===== src/rtl/crc_pkg.sv =====
package crc_pkg;

    typedef enum logic [1:0] {
        PW_32 = 2'd0,
        PW_16 = 2'd1,
        PW_8  = 2'd2,
        PW_7  = 2'd3
    } poly_w_e;

    typedef enum logic [1:0] {
        IR_NONE = 2'd0,
        IR_BYTE = 2'd1,
        IR_HALF = 2'd2,
        IR_WORD = 2'd3
    } in_rev_e;

    typedef struct packed {
        logic    out_rev;
        in_rev_e in_rev;
        poly_w_e pw;
    } ctl_t;

    localparam int DW = 32;

    function automatic logic [DW-1:0] width_mask(poly_w_e pw);
        case (pw)
            PW_32:   return 32'hFFFF_FFFF;
            PW_16:   return 32'h0000_FFFF;
            PW_8:    return 32'h0000_00FF;
            default: return 32'h0000_007F;
        endcase
    endfunction

    function automatic logic [4:0] top_bit(poly_w_e pw);
        case (pw)
            PW_32:   return 5'd31;
            PW_16:   return 5'd15;
            PW_8:    return 5'd7;
            default: return 5'd6;
        endcase
    endfunction

    // shift that aligns a 32-bit mirror back to the low W bits
    function automatic logic [4:0] mirror_shift(poly_w_e pw);
        case (pw)
            PW_32:   return 5'd0;
            PW_16:   return 5'd16;
            PW_8:    return 5'd24;
            default: return 5'd25;
        endcase
    endfunction

    // one MSB-first shift-and-XOR step
    function automatic logic [DW-1:0] crc_bit(logic [DW-1:0] crc, logic din,
                                              logic [DW-1:0] poly, poly_w_e pw);
        logic          fb;
        logic [DW-1:0] nxt;
        fb  = crc[top_bit(pw)] ^ din;
        nxt = crc << 1;
        if (fb) nxt = nxt ^ poly;
        return nxt & width_mask(pw);
    endfunction

endpackage


===== src/rtl/crc_regs.sv =====
module crc_regs
    import crc_pkg::*;
#(
    parameter int ADDR_W     = 5,
    parameter int FREE_W     = 8,
    parameter logic [31:0] IDATA_RST = 32'hFFFF_FFFF,
    parameter logic [31:0] POLY_RST  = 32'h04C1_1DB7
) (
    input  logic              clk,
    input  logic              rst_n,
    input  logic              wr_en,
    input  logic [ADDR_W-1:0] addr,
    input  logic [31:0]       wdata,
    output ctl_t              ctl,
    output logic [31:0]       idata,
    output logic [31:0]       poly,
    output logic [FREE_W-1:0] free_q,
    output logic              reload,
    output logic              data_wr
);
    localparam logic [ADDR_W-1:0] A_DATA = ADDR_W'(5'h00);
    localparam logic [ADDR_W-1:0] A_FREE = ADDR_W'(5'h04);
    localparam logic [ADDR_W-1:0] A_CTL  = ADDR_W'(5'h08);
    localparam logic [ADDR_W-1:0] A_INIT = ADDR_W'(5'h10);
    localparam logic [ADDR_W-1:0] A_POLY = ADDR_W'(5'h14);

    always_comb begin
        reload  = wr_en && (addr == A_CTL) && wdata[0];
        data_wr = wr_en && (addr == A_DATA);
    end

    always_ff @(posedge clk or negedge rst_n) begin
        if (!rst_n) begin
            ctl    <= '0;
            idata  <= IDATA_RST;
            poly   <= POLY_RST;
            free_q <= '0;
        end else if (wr_en) begin
            unique case (addr)
                A_CTL:   ctl    <= ctl_t'(wdata[7:3]);
                A_INIT:  idata  <= wdata;
                A_POLY:  poly   <= wdata;
                A_FREE:  free_q <= wdata[FREE_W-1:0];
                default: ;
            endcase
        end
    end

endmodule


===== src/rtl/crc_swap.sv =====
module crc_swap
    import crc_pkg::*;
(
    input  logic [31:0] din,
    input  in_rev_e     in_rev,
    input  logic [31:0] crc,
    input  poly_w_e     pw,
    input  logic        out_rev,
    output logic [31:0] din_r,
    output logic [31:0] crc_r
);
    localparam int NB = 4;
    localparam int NH = 2;

    logic [31:0] by_rev, hw_rev, wd_rev, crc_m, crc_mir;

    for (genvar g = 0; g < NB; g++) begin : g_byte
        for (genvar k = 0; k < 8; k++) begin : g_bit
            assign by_rev[g*8+k] = din[g*8+7-k];
        end
    end

    for (genvar g = 0; g < NH; g++) begin : g_half
        for (genvar k = 0; k < 16; k++) begin : g_bit
            assign hw_rev[g*16+k] = din[g*16+15-k];
        end
    end

    for (genvar k = 0; k < 32; k++) begin : g_word
        assign wd_rev[k]  = din[31-k];
        assign crc_mir[k] = crc_m[31-k];
    end

    always_comb begin
        unique case (in_rev)
            IR_NONE: din_r = din;
            IR_BYTE: din_r = by_rev;
            IR_HALF: din_r = hw_rev;
            IR_WORD: din_r = wd_rev;
        endcase
    end

    always_comb begin
        crc_m = crc & width_mask(pw);
        crc_r = out_rev ? (crc_mir >> mirror_shift(pw)) : crc_m;
    end

endmodule


===== src/rtl/crc_engine.sv =====
module crc_engine
    import crc_pkg::*;
#(
    parameter int          BPC      = 8,
    parameter logic [31:0] CRC_RST  = 32'hFFFF_FFFF
) (
    input  logic        clk,
    input  logic        rst_n,
    input  logic        start,
    input  logic [31:0] word,
    input  logic        load,
    input  logic [31:0] load_val,
    input  poly_w_e     pw,
    input  logic [31:0] poly,
    output logic        busy,
    output logic [31:0] crc
);
    localparam int STEPS = DW / BPC;
    localparam int CW    = (STEPS > 1) ? $clog2(STEPS) : 1;
    localparam logic [CW-1:0] LAST = CW'(STEPS - 1);

    typedef enum logic {ENG_IDLE, ENG_RUN} eng_st_e;

    eng_st_e       st_q, st_d;
    logic [CW-1:0] cnt_q;
    logic [31:0]   sh_q;
    logic [31:0]   chunk;

    always_ff @(posedge clk or negedge rst_n) begin
        if (!rst_n) st_q <= ENG_IDLE;
        else        st_q <= st_d;
    end

    always_comb begin
        st_d = st_q;
        unique case (st_q)
            ENG_IDLE: if (start)         st_d = ENG_RUN;
            ENG_RUN:  if (cnt_q == LAST) st_d = ENG_IDLE;
        endcase
    end

    always_comb begin
        busy = (st_q == ENG_RUN);
    end

    always_comb begin
        chunk = crc;
        for (int i = 0; i < BPC; i++) begin
            chunk = crc_bit(chunk, sh_q[DW-1-i], poly, pw);
        end
    end

    always_ff @(posedge clk or negedge rst_n) begin
        if (!rst_n) begin
            crc   <= CRC_RST;
            sh_q  <= '0;
            cnt_q <= '0;
        end else begin
            if (load) crc <= load_val;
            unique case (st_q)
                ENG_IDLE: if (start) begin
                    sh_q  <= word;
                    cnt_q <= '0;
                end
                ENG_RUN: begin
                    crc   <= chunk;
                    sh_q  <= sh_q << BPC;
                    cnt_q <= cnt_q + 1'b1;
                end
            endcase
        end
    end

endmodule


===== src/rtl/crc_unit.sv =====
module crc_unit
    import crc_pkg::*;
#(
    parameter int ADDR_W = 5,
    parameter int BPC    = 8
) (
    input  logic              clk,
    input  logic              rst_n,
    input  logic              bus_sel,
    input  logic              bus_wr,
    input  logic [ADDR_W-1:0] bus_addr,
    input  logic [31:0]       bus_wdata,
    output logic [31:0]       bus_rdata,
    output logic              bus_ready
);
    localparam int          FREE_W    = 8;
    localparam logic [31:0] IDATA_RST = 32'hFFFF_FFFF;

    ctl_t              ctl;
    logic [31:0]       idata_q, poly_q, crc_q, din_r, crc_rd;
    logic [FREE_W-1:0] free_q;
    logic              reload, data_wr, busy, wr_en;
    logic [1:0]        ctl_pw_bits;

    assign bus_ready   = !busy;
    assign wr_en       = bus_sel && bus_wr && bus_ready;
    assign ctl_pw_bits = ctl.pw;

    crc_regs #(
        .ADDR_W(ADDR_W), .FREE_W(FREE_W),
        .IDATA_RST(IDATA_RST), .POLY_RST(32'h04C1_1DB7)
    ) u_regs (
        .clk(clk), .rst_n(rst_n), .wr_en(wr_en), .addr(bus_addr),
        .wdata(bus_wdata), .ctl(ctl), .idata(idata_q), .poly(poly_q),
        .free_q(free_q), .reload(reload), .data_wr(data_wr)
    );

    crc_swap u_swap (
        .din(bus_wdata), .in_rev(ctl.in_rev), .crc(crc_q), .pw(ctl.pw),
        .out_rev(ctl.out_rev), .din_r(din_r), .crc_r(crc_rd)
    );

    crc_engine #(.BPC(BPC), .CRC_RST(IDATA_RST)) u_eng (
        .clk(clk), .rst_n(rst_n), .start(data_wr), .word(din_r),
        .load(reload), .load_val(idata_q), .pw(ctl.pw), .poly(poly_q),
        .busy(busy), .crc(crc_q)
    );

    always_comb begin
        unique case (bus_addr)
            ADDR_W'(5'h00): bus_rdata = crc_rd;
            ADDR_W'(5'h04): bus_rdata = {{(32-FREE_W){1'b0}}, free_q};
            ADDR_W'(5'h08): bus_rdata = {24'b0, ctl, 3'b000};
            ADDR_W'(5'h10): bus_rdata = idata_q;
            ADDR_W'(5'h14): bus_rdata = poly_q;
            default:        bus_rdata = '0;
        endcase
    end

endmodule


===== config.mk =====
export PLATFORM = sky130hd
export DESIGN_NAME = crc_unit
export DESIGN_NICKNAME = d
export VERILOG_FILES = /design/src/rtl/crc_pkg.sv /design/src/rtl/crc_regs.sv /design/src/rtl/crc_swap.sv /design/src/rtl/crc_engine.sv /design/src/rtl/crc_unit.sv
export SDC_FILE = /design/constraint.sdc
export NUM_CORES = 1
export LEC_CHECK = 0
export ABC_AREA = 0
export BUFFER_PORTS_ARGS = -buffer_cell sky130_fd_sc_hd__buf_2
export CELL_PAD_IN_SITES_DETAIL_PLACEMENT = 0
export CELL_PAD_IN_SITES_GLOBAL_PLACEMENT = 1
export CORE_MARGIN = 1.5
export CORE_UTILIZATION = 30
export DETAILED_ROUTE_END_ITERATION = 10
export GPL_TIMING_DRIVEN = 0
export HOLD_SLACK_MARGIN = 0.12
export PLACE_DENSITY = 0.55
export SLEW_MARGIN = 25
export SYNTH_ARGS = -nofsm -noshare
export SYNTH_HDL_FRONTEND = slang
export SYNTH_HIERARCHICAL = 1
export SYNTH_SLANG_ARGS = --single-unit

===== constraint.sdc =====
create_clock -name clk -period 11.9 [get_ports clk]
set_input_delay 1.785 -clock clk [delete_from_list [all_inputs] [get_ports clk]]
set_output_delay 1.785 -clock clk [all_outputs]
set_load 0.03 [all_outputs]

==> results of run 1 <==
==> cells by family after synthesis <==
group                      count (synthesis)
and+or+nand+nor                          488
AOI/OAI and AO/OA                        263
muxes                                    248
xor gates and xnor gates                 215
buffers and inverters                    156
DFF                                      144
adders and majority gates                  1
==> layer usage <==
layer	share of wire, %	global-route usage (%)
met1	46	34.7
met2	46	40.6
met3	5.2	3.00
met4	3.1	8.46
met5	0	0
==> state kept, by name, summed over array words and instances (netlist names) <==
| name | count |
|---|---|
| u_regs/poly | 32 |
| u_eng/crc | 32 |
| u_eng/busy | 1 |
| u_regs/idata | 32 |
| u_eng/sh_q | 32 |
| u_regs/free_q | 8 |
| u_eng/cnt_q | 2 |
| u_regs/ctl | 5 |
==> cell usage after synthesis, types with 14 or more instances <==
master | n | share of area, %
a211oi_1 | 14 | 0.76
nand3_1 | 22 | 0.79
nor2_1 | 83 | 2.2
buf_2 | 27 | 0.97
buf_6 | 20 | 1.6
clkbuf_1 | 60 | 1.6
a21oi_1 | 32 | 1.2
and3_1 | 32 | 1.4
xor2_1 | 37 | 2.3
o2bb2ai_1 | 25 | 1.6
o21ai_0 | 55 | 2.0
xnor2_1 | 177 | 11
mux2_2 | 79 | 6.4
dfstp_2 | 78 | 15
inv_1 | 20 | 0.54
nor2b_1 | 25 | 1.1
mux2i_1 | 131 | 9.5
nand2_1 | 221 | 6.0
dfrtp_1 | 66 | 12
nand2b_1 | 16 | 0.72
mux4_2 | 29 | 4.7
==> final timing paths <==
check | from | to | slack [ps]
setup / recovery | u_regs/ctl[0]$_DFFE_PN0P_ | u_eng/crc[22]$_DFFE_PN1P_ | 2620
setup reg to reg | u_regs/ctl[0]$_DFFE_PN0P_ | u_eng/crc[22]$_DFFE_PN1P_ | 2620
max in group asynchronous | rst_n | u_regs/idata[11]$_DFFE_PN1P_ | 9800
min in group asynchronous | rst_n | u_eng/sh_q[3]$_DFFE_PN0P_ | 1270
hold / removal | u_eng/sh_q[3]$_DFFE_PN0P_ | u_eng/sh_q[11]$_DFFE_PN0P_ | 490
hold reg to reg | u_eng/sh_q[3]$_DFFE_PN0P_ | u_eng/sh_q[11]$_DFFE_PN0P_ | 490
==> final cells by class <==
cell class | instances | share of cell area (%)
multi-input combinational | 1215 | 59.7
sequential | 144 | 23.7
buffer | 135 | 4.98
tap | 600 | 4.81
clock buffer | 20 | 2.86
timing repair buffer | 74 | 2.58
clock inverter | 12 | 0.794
inverter | 21 | 0.506
==> power groups by stage <==
stage               Clock (mW)  Combinational, mW  Sequential (mW)
floorplan                    0               2.28            0.763
global placement             0               3.17            0.909
detailed placement           0               3.16            0.909
CTS                      0.546               3.18            0.901
global route             0.563               3.44            0.915
finish                   0.532               3.24            0.906
==> worst max-delay path, delay by kind of cell (launching register included) <==
kind / cells / cell delay [ps]
DFF: 1 / 500
buffers and inverters: 3 / 770
AOI/OAI and AO/OA: 12 / 2900
and+or+nand+nor: 8 / 2570
xor gates and xnor gates: 2 / 900
muxes: 4 / 1520
==> summary.md, run 1 <==
| Metric | Value |
|---|---|
| Rel. slew slack | `between 30% and 40%` |
| Post-Syn Nets | `1,557` |
| Critical Path RT | `12,240 ps` |
| Fin. Hold Viols | `0` |
| Final ANT Viol Nets | `0` |
| CP Data Arrival Time | `9620 ps` |
| Sw power | `between 2 and 3 mW` |
| DRC Markers | `0` |
| Final GP Congestion | `0.907` |
| Worst hold margin | `486 ps` |
| Peak supply drop | `0.000147 V` |
| Area grow syn2layout | `12.4%` |
| I/O Buffers | `73` |
| Reg clk slew, reported paths | `about 70 ps` |
| Largest family of logic cells by synthesized area | `multiplexers` |
| Number of enable flip-flop cells after synthesis | `0` |
| Unrepaired setup endpoints after global routing | `false` |
| Power per standard cell area | `300 nW/um^2` |
| Tmin final | `9280 ps` |
| Min-delay worst type | `register to register` |
| Flops & latches, synth | `144` |
| CP most frequent cell | `mux2i_1` |
| Final WS setup | `around 2600 ps` |
| Final Slew Violations | `0` |
| Slew @ Worst Pin | `963 ps` |
| Period utilization | `78.0%` |
| DP Worst Slack | `~2800 ps` |
| Sequential Power Share | `19.4%` |
| Final net count | `between 1,500 and 2,000` |
| Global-route wire length before repair | `86,700 um` |
| Via-to-Cell Ratio | `between 5 and 6` |
| Register area | `about 3700 sq um` |
| Simple-gate share of the synthesized area | `17.4%` |
| Most common cell after layout, fill and taps aside | `nand2_1` |
| Non-Filler Instances | `2,221` |
| Inst Count DP | `2,189` |
| H-tree depth | `4` |
| Post-layout util | `34.3%` |
| Setup violators final | `0` |
| Via Count | `roughly 12,000` |
| CTS sink cnt | `between 100 and 150` |
| WL/cell | `26.8 um` |
| WS Path Type | `register to register` |
| Die W | `around 220 um` |
| HPWL Detailed | `about 45,000 um` |
| Vias in the first global route | `about 12,000` |
| Synth Instances | `1,515` |
| Largest net degree at the start of global routing | `76` |
| Detailed Route Iter0 Violations | `1,033` |
| Power Internal | `2.16 mW` |
| Clk network pwr share | `around 11%` |
| Share of post-route cells with drive strength above 1 | `about a quarter` |
| Crit. End Element | `register` |
| Seq/Total Area, Yosys | `approximately a quarter` |
| 1st-pass router iterations | `5` |
| Status | `finished, final reports clean` |
| Multi-input gate area | `9310 sq um` |
| CTS Hold Buffers Added | `0` |
| Ys flop type | `dfstp_2` |
| Initial core utilization | `30.5%` |
| Setup bufs post-CTS | `0` |
| Total leakage power | `5.67 nW` |
| Post-Syn Area | `13,900 sq um` |
| XOR/XNOR Fraction of Synth Area | `~14%` |
| Die Ht | `218 um` |
| GRT Util Overall | `25.2%` |
| Congestion Overflow GR | `0` |
| Post_cts resized | `0` |
| # IOs | `74` |
| Switching share of power | `53.7%` |
| Comb power frac | `69.2%` |
| Post-route cell area | `around 16,000 sq um` |
| Synth unique cells | `99` |
| Full die area | `47,500 sq um` |
| Ant. Diodes | `0` |
| Syn Area/Cell | `around 9 sq um` |
| Yosys Warn Count | `6` |
| Async S/R FF share, synth | `100%` |
| Core area | `45,500 sq um` |
| Mux contribution to synthesized area | `approximately 22%` |
| # rows | `78` |
| Most frequent cells in the layout | `nand2_1, xnor2_1, mux2i_1, buf_2, nor2_1` |
| Critical path's slowest cell | `mux2i_1` |
| Setup crit start kind | `register` |
| Number of CTS-inserted buffers | `17` |
| Placed inst area | `15,000 sq um` |
| Fill cells | `between 4,000 and 5,000` |
| Clock latency on the worst-skew pair | `450 ps` |
| Maximum clock rate | `~0.11 GHz` |
| CTS tree | `built` |
| Final WL | `between 50,000 and 60,000 um` |
| R2r worst-path depth | `29` |
| CP Max Fanout | `10` |
| CP peak stage delay | `around 700 ps` |
| Max Buffers Root-to-Sink | `2` |
| Final Skew | `8.32 ps` |
| Post-Synth Adder-Cell Area | `0.0902%` |
| Post-route setup TNS | `0 ps` |
| Hold path cells | `2` |
| Initial antenna violation count | `1` |
| CTS root buffer | `clkbuf_16` |
| Total power | `4.67 mW` |
| # Max-Cap Violations | `0` |
| Synth Area in Compound Gates | `14.2%` |
(Power assumes the default switching activity.)
==> inputs of run 2 (changes only) <==
Clock period 11.9 ns to 9.4 ns, I/O delays scaled along.
==> run 2 against run 1 <==
  * Clock power increased by 27%
  * Cell area increased by 0.13%
  * Sequential power increased by 27%
  * Clock skew about the same
  * Worst setup slack got worse by 2100 ps
  * Maximum frequency increased by 4.3%
  * Largest cell class unchanged
  * Largest power group unchanged
==> summary.md, run 2 (synthesized netlist as in run 1, its figures left out) <==
| Metric | Value |
|---|---|
| Status | `finished, final reports clean` |
| CP Max Fanout | `10` |
| CTS tree | `built` |
| Number of CTS-inserted buffers | `17` |
| WL/cell | `26.8 um` |
| CTS root buffer | `clkbuf_16` |
| Fill cells | `4,835` |
| CP most frequent cell | `or4_4` |
| Share of post-route cells with drive strength above 1 | `24.7%` |
| Clock latency on the worst-skew pair | `450 ps` |
| Most common cell after layout, fill and taps aside | `nand2_1` |
| Met3 wire len | `2870 um` |
| Total power | `5.92 mW` |
| Period utilization | `between 90% and 100%` |
| DP Worst Slack | `344 ps` |
| # rows | `78` |
| HPWL Detailed | `45,300 um` |
| Ant. Diodes | `0` |
| # IOs | `74` |
| Post-route cell area | `15,600 sq um` |
| Setup crit start kind | `register` |
| Initial core utilization | `30.5%` |
| Final Slew Violations | `0` |
| CP peak stage delay | `about 540 ps` |
| Hold path cells | `2` |
| Worst hold margin | `486 ps` |
| R2r worst-path depth | `30` |
| CTS sink cnt | `144` |
| Die Ht | `218 um` |
| Final Skew | `8.42 ps` |
| Slew @ Worst Pin | `roughly 1100 ps` |
| WS Path Type | `register to register` |
| Post-layout util | `34.3%` |
| Detailed Route Iter0 Violations | `1,071` |
| Rel. slew slack | `29.4%` |
| Global-route wire length before repair | `86,700 um` |
| Final WS setup | `504 ps` |
| M1 wire length | `27,400 um` |
| Peak supply drop | `0.000185 V` |
| Congestion Overflow GR | `0` |
| Top sig layer | `met4` |
| Vias in the first global route | `11,944` |
| Die W | `218 um` |
| Final GP Congestion | `~0.9` |
| Total leakage power | `5.68 nW` |
| Routed met2 length | `27,400 um` |
| Setup violators final | `0` |
| Maximum clock rate | `0.112 GHz` |
| CP Data Arrival Time | `between 9000 and 10,000 ps` |
| H-tree depth | `4` |
| Via Count | `12,358` |
| Inst Count DP | `2,189` |
| Unrepaired setup endpoints after global routing | `false` |
| Placed inst area | `roughly 15,000 sq um` |
| Tmin final | `8900 ps` |
| Final WL | `~60,000 um` |
| Initial antenna violation count | `1` |
| Non-Filler Instances | `2,221` |
| Critical Path RT | `9750 ps` |
| 1st-pass router iterations | `8` |
| DRC Markers | `0` |
| Setup bufs post-CTS | `0` |
| Area grow syn2layout | `12.6%` |
| Largest net degree at the start of global routing | `76` |
| Min-delay worst type | `register to register` |
| Final net count | `1,650` |
| Full die area | `roughly 48,000 sq um` |
| Post-route setup TNS | `0 ps` |
| CTS Hold Buffers Added | `0` |
| Crit. End Element | `register` |
| Power per standard cell area | `379 nW/um^2` |
| Critical path's slowest cell | `or4_4` |
| # Max-Cap Violations | `0` |
| Reg clk slew, reported paths | `around 60 ps` |
| Fin. Hold Viols | `0` |
| GRT Util Overall | `25.2%` |
| Max Buffers Root-to-Sink | `2` |
| Via-to-Cell Ratio | `roughly 5.6` |
| I/O Buffers | `73` |
| Most frequent cells in the layout | `nand2_1, xnor2_1, mux2i_1, buf_2, nor2_1` |
| Core area | `45,500 sq um` |
| Final ANT Viol Nets | `0` |
-- run 2: cell counts in the layout (fill, tap and decap cells not counted) --
Identical to the previous run, type by type.
-- run 2: cell type report --
class	instances	area, sq um	share of cell area, %
inverter	21	78.8	0.505
sequential	144	3700	23.7
tap	600	751	4.81
buffer	135	777	4.98
multi-input combinational	1215	9330	59.8
clock buffer	20	447	2.86
timing repair buffer	74	403	2.58
clock inverter	12	124	0.793
-- run 2: worst paths after layout --
check | endpoint | slack [ps] | start
min in group asynchronous | u_eng/sh_q[3]$_DFFE_PN0P_ | 900 | rst_n
setup / recovery | u_eng/crc[19]$_DFFE_PN1P_ | 500 | u_regs/ctl[0]$_DFFE_PN0P_
setup reg to reg | u_eng/crc[19]$_DFFE_PN1P_ | 500 | u_regs/ctl[0]$_DFFE_PN0P_
hold reg to reg | u_eng/sh_q[11]$_DFFE_PN0P_ | 490 | u_eng/sh_q[3]$_DFFE_PN0P_
max in group asynchronous | u_eng/crc[15]$_DFFE_PN1P_ | 7670 | rst_n
hold / removal | u_eng/sh_q[11]$_DFFE_PN0P_ | 490 | u_eng/sh_q[3]$_DFFE_PN0P_
-- run 2: layer usage --
metal	vias to the layer above	global-route usage (%)
met2	412	40.6
met3	82	3.00
met5	-	0
li1	5591	-
met4	0	8.46
met1	6273	34.7
-- run 2: repair_timing --
item,CTS,global route
endpoints found under the hold margin,0,0
gates resized for setup,0,5
endpoints found under the setup margin,0,25
-- run 2: where the power goes --
group | switching (mW) | internal [mW]
clock network | 0.298 | 0.376
logic | 2.58 | 1.52
registers | 0.299 | 0.847
-- run 2: critical path, delay by kind of cell (launching register included) --
family                 cells  cell delay (ps)
flip-flops                 1              500
multiplexers               1              530
AND/OR/NAND/NOR           10             3240
AO/OA/AOI/OAI             13             3280
buffers and inverters      4              800
XOR/XNOR                   2              420
